File: src/rtl/sbd_pkg.sv
package sbd_pkg;
  localparam int PRE_W    = 3;
  localparam int SEL_W    = 3;
  // Largest half period: max prescale factor times half of max binary factor
  localparam int MAX_HALF = (1 << PRE_W) << ((1 << SEL_W) - 1);
  localparam int CNT_W    = $clog2(MAX_HALF + 1);

  typedef logic [PRE_W-1:0] pre_t;
  typedef logic [SEL_W-1:0] sel_t;
  typedef logic [CNT_W-1:0] cnt_t;

  // Half of the full divisor: (pre + 1) * 2^sel
  function automatic cnt_t half_period(input pre_t pre, input sel_t sel);
    cnt_t base;
    base = cnt_t'(pre) + cnt_t'(1);
    return base << sel;
  endfunction
endpackage

File: src/rtl/sbd_rate_latch.sv
module sbd_rate_latch
  import sbd_pkg::*;
(
  input  logic clk,
  input  logic rst,
  input  logic run,
  input  pre_t pre_sel,
  input  sel_t rate_sel,
  output cnt_t half_q
);
  // Track the fields while idle or in reset; hold them while a transfer runs
  always_ff @(posedge clk) begin
    if (rst || !run) half_q <= half_period(pre_sel, rate_sel);
  end

  AST_RATE_FROZEN: assert property (@(posedge clk) disable iff (rst)
    run && $past(run) && !$past(rst) |-> $stable(half_q));
endmodule

File: src/rtl/sbd_half_counter.sv
module sbd_half_counter
  import sbd_pkg::*;
(
  input  logic clk,
  input  logic rst,
  input  logic run,
  input  cnt_t half_q,
  output logic tick
);
  cnt_t cnt;
  cnt_t last;

  assign last = half_q - cnt_t'(1);
  assign tick = run && (cnt == last);

  always_ff @(posedge clk) begin
    if (rst || !run)  cnt <= '0;
    else if (tick)    cnt <= '0;
    else              cnt <= cnt + cnt_t'(1);
  end

  AST_CNT_BELOW_HALF: assert property (@(posedge clk) disable iff (rst)
    cnt < half_q);
  AST_CNT_CLEAN_START: assert property (@(posedge clk) disable iff (rst)
    $rose(run) |-> cnt == '0);
endmodule

File: src/rtl/sbd_sclk_gen.sv
module sbd_sclk_gen (
  input  logic clk,
  input  logic rst,
  input  logic run,
  input  logic tick,
  output logic sclk
);
  always_ff @(posedge clk) begin
    if (rst || !run) sclk <= 1'b0;
    else if (tick)   sclk <= ~sclk;
  end

  AST_SCLK_IDLE_LOW: assert property (@(posedge clk) disable iff (rst)
    !run |=> !sclk);
endmodule

File: src/rtl/sbd_baud_divider.sv
module sbd_baud_divider
  import sbd_pkg::*;
(
  input  logic             clk,
  input  logic             rst,
  input  logic [PRE_W-1:0] pre_sel,
  input  logic [SEL_W-1:0] rate_sel,
  input  logic             master_en,
  input  logic             xfer_active,
  output logic             half_tick,
  output logic             sclk_div
);
  logic run;
  cnt_t half_q;

  assign run = master_en && xfer_active;

  sbd_rate_latch u_latch (
    .clk(clk), .rst(rst), .run(run),
    .pre_sel(pre_sel), .rate_sel(rate_sel), .half_q(half_q)
  );

  sbd_half_counter u_cnt (
    .clk(clk), .rst(rst), .run(run), .half_q(half_q), .tick(half_tick)
  );

  sbd_sclk_gen u_sclk (
    .clk(clk), .rst(rst), .run(run), .tick(half_tick), .sclk(sclk_div)
  );

  AST_SCLK_HOLD: assert property (@(posedge clk) disable iff (rst)
    run && $past(run) && !$past(rst) && !$past(half_tick) |-> $stable(sclk_div));
  AST_SCLK_FLIP: assert property (@(posedge clk) disable iff (rst)
    run && $past(run) && !$past(rst) && $past(half_tick) |-> sclk_div != $past(sclk_div));
endmodule

File: config.mk
export PLATFORM = sky130hd
export DESIGN_NAME = sbd_baud_divider
export DESIGN_NICKNAME = d
export VERILOG_FILES = /design/src/rtl/sbd_pkg.sv /design/src/rtl/sbd_rate_latch.sv /design/src/rtl/sbd_half_counter.sv /design/src/rtl/sbd_sclk_gen.sv /design/src/rtl/sbd_baud_divider.sv
export SDC_FILE = /design/constraint.sdc
export NUM_CORES = 1
export LEC_CHECK = 0
export ABC_AREA = 1
export BUFFER_PORTS_ARGS = -buffer_cell sky130_fd_sc_hd__buf_2
export CORE_MARGIN = 1.5
export CORE_UTILIZATION = 45
export DETAILED_ROUTE_END_ITERATION = 6
export GPL_TIMING_DRIVEN = 1
export PLACE_DENSITY = 0.7
export SYNTH_ARGS = -nofsm -noshare
export SYNTH_HDL_FRONTEND = slang
export SYNTH_HIERARCHICAL = 1
export SYNTH_SLANG_ARGS = --single-unit
File: constraint.sdc
create_clock -name clk -period 1.6 [get_ports clk]
set_clock_uncertainty 0.05 [all_clocks]
set_input_delay 0.08 -clock clk [delete_from_list [all_inputs] [get_ports clk]]
set_output_delay 0.08 -clock clk [all_outputs]
set_load 0.02 [all_outputs]
==> metrics.cfg <==
[worst_setup_path]
critical_path_class = flop to output pin
arrival_ns = 1.82
worst-path-max-fanout = 3
endpoint_kind = output pin
required_ns = 1.47
startpoint_type = flop

[yosys]
synth.largest_area_cell = edfxtp_1
syn_inst = 227
synthAdderAreaFrac = 0.0230
ys_seq_elements = 23
yosysWarningCount = 6
synthXorXnorAreaFrac = 0.0965
netlist_area_mm2 = 0.00163
synth_compound_area_frac = 0.0184
seq_area_frac_synth = 0.349
synth_nets = 240
ys_types = 26
synth_top_area_frac = 0.202
synth_simple_gate_area_frac = 0.417
synth_top_family_by_area = simple AND/OR/NAND/NOR gates
avgSynthCellArea_um2 = 7.20
synthMuxAreaShare = 0
synthTopCellsByArea = edfxtp_1 (20%), dfxtp_1 (15%), nand2_1 (13%)

[route]
viasPerCell = 4.69
top_layer = met4
drc = 0
totalWireLength_um = 3030
met1Wirelength_um = 1440
post_drt_wl_per_cell_um = 10.0
ant_nets = 0
dr_total_vias = 1415
first_iter_violations = 43
wl_met3_um = 60
dr.pass1.iters = 4
met2_length_um = 1520

[sta]
rsz0062_at_grt = yes
layout_min_cycle_time_ns = 1.95
setup_viol = 13
fmax_mhz = 514
slew_viol_final = 0
worst_slack_ns = -0.346
relSlewSlack = 0.721
hold_slack_ns = 0.0116
finalHoldViolCount = 0
setup_tns_ns = -3.44
fin_crit_sh = 1.22
worst_slew_pin_slew_ns = 0.418

[placement]
dp_hpwl_um = 2560
gp_congestion = 0.820
io_buffers = 11

[grt]
grt_pass1_vias = 1287
grt_max_degree = 14
track_usage = 0.165
grt_pass1_wl_um = 5330
antenna_found_initial = 0
overflow = 0

[final_layout]
utilization = 0.563
area_growth_pct = 17.8
antennaDiodeCount = 0
fin_nets = 270
drive_above_1_share = 0.289
final_cell_mix = nand2_1 (57), inv_1 (27), nor2_1 (23)
final_common_cell = nand2_1

[run_status]
outcome = finished, violations left
violations = negative setup slack

[die]
die-height_um = 63.3
row_count = 21
start_util = 0.478
ios = 12
die_area_mm2 = 0.00400
die_w_um = 63.3
coreArea_mm2 = 0.00342

[cts]
postCtsHoldBufs = 0
numCtsBuffers = 3
clock_latency_ns = 0.30
cts.sinks = 23
cts-root-buf = clkbuf_4
cts_tree = built
h-tree-depth = 1
clk_pin_slew_ns = 0.11
cts_buffer_depth = 2

[pwr]
ir_drop_v = 0.000416
finalPower_mw = 1.28
p_leak_nw = 0.885
p_per_area_mw_per_mm2 = 667

[run]
drv_cap = 0

[min_path]
hold_class = input pin to flop

-- critical path, cell delays in order, from the launching register on --
cell      delay [ns]
edfxtp_1        0.41
inv_2           0.11
ha_4            0.21
xnor2_1         0.12
nor2_1          0.13
nand2_1         0.07
nor2_1          0.08
nand2_1         0.06
nor2_2          0.09
nand2_2         0.08
inv_4           0.06
buf_6           0.10
-- power breakdown --
group          internal [mW]  switching (mW)  leakage (nW)  total [mW]
sequential             0.648          0.0289         0.220       0.677
clock                 0.0931           0.159        0.0177       0.252
combinational          0.149           0.206         0.647       0.354
-- cells by family after synthesis --
kind of cell	count (synthesis)
compound gates	4
xor+xnor	18
fa+ha+maj	3
buf+inv	37
flops	23
simple gates	142
-- flip-flops by register name (all words and copies together) (netlist names) --
register / count
u_latch/half_q: 11
u_sclk/sclk: 1
u_cnt/cnt: 11
-- path summary, 6_finish.rpt --
kind	from	cells after the start	endpoint	slack (ns)
max	u_latch/half_q[0]	11	half_tick	-0.35
min	rst	4	u_sclk/sclk	0.01
max reg2reg	u_latch/half_q[0]	13	u_cnt/cnt[5]	-0.27
min reg2reg	u_cnt/cnt[0]	1	u_cnt/cnt[0]	0.47
-- cells in the mapped netlist (all sizes together) --
| library cell | number |
|---|---|
| nand2 | 65 |
| nor2 | 42 |
| inv | 33 |
| nand3 | 23 |
| dfxtp | 12 |
| edfxtp | 11 |
| xor2 | 10 |
| xnor2 | 8 |
| nand4 | 5 |
| buf | 4 |
| ha | 3 |
| o21ai | 3 |
| nor3 | 2 |
| or2 | 2 |
| nand3b | 1 |
| nor3b | 1 |
| nor4 | 1 |
| o21bai | 1 |
-- metrics by stage --
stage / cell area (µm²) / setup slack, ns / instances
finish: 1920 / -0.346 / 302
floorplan: 1650 / -0.0468 / 227
global route: 1920 / -0.456 / 302
CTS: 1910 / -0.370 / 301
detailed placement: 1850 / -0.172 / 295
global placement: 1850 / -0.143 / 295
-- final cells by class --
cell class | instances | area (µm²)
fill | 333 | 1490
tap | 46 | 57.6
sequential | 23 | 571
clock inverter | 1 | 5.00
inverter | 33 | 126
timing repair buffer | 29 | 213
clock buffer | 3 | 22.5
multi-input combinational | 167 | 930
-- repair_timing --
item	CTS	global route
buffers inserted	2	1
pin swaps	2	2
setup endpoints to repair	13	13
resized for setup	4	2
-- routing by layer --
| metal | vias to the layer above | track usage |
|---|---|---|
| li1 | 769 | - |
| met5 | - | 0 |
| met1 | 629 | 0.202 |
| met4 | 0 | 0.0245 |
| met2 | 15 | 0.305 |
| met3 | 2 | 0.0321 |
No activity file was read; power rests on OpenSTA's default activity.
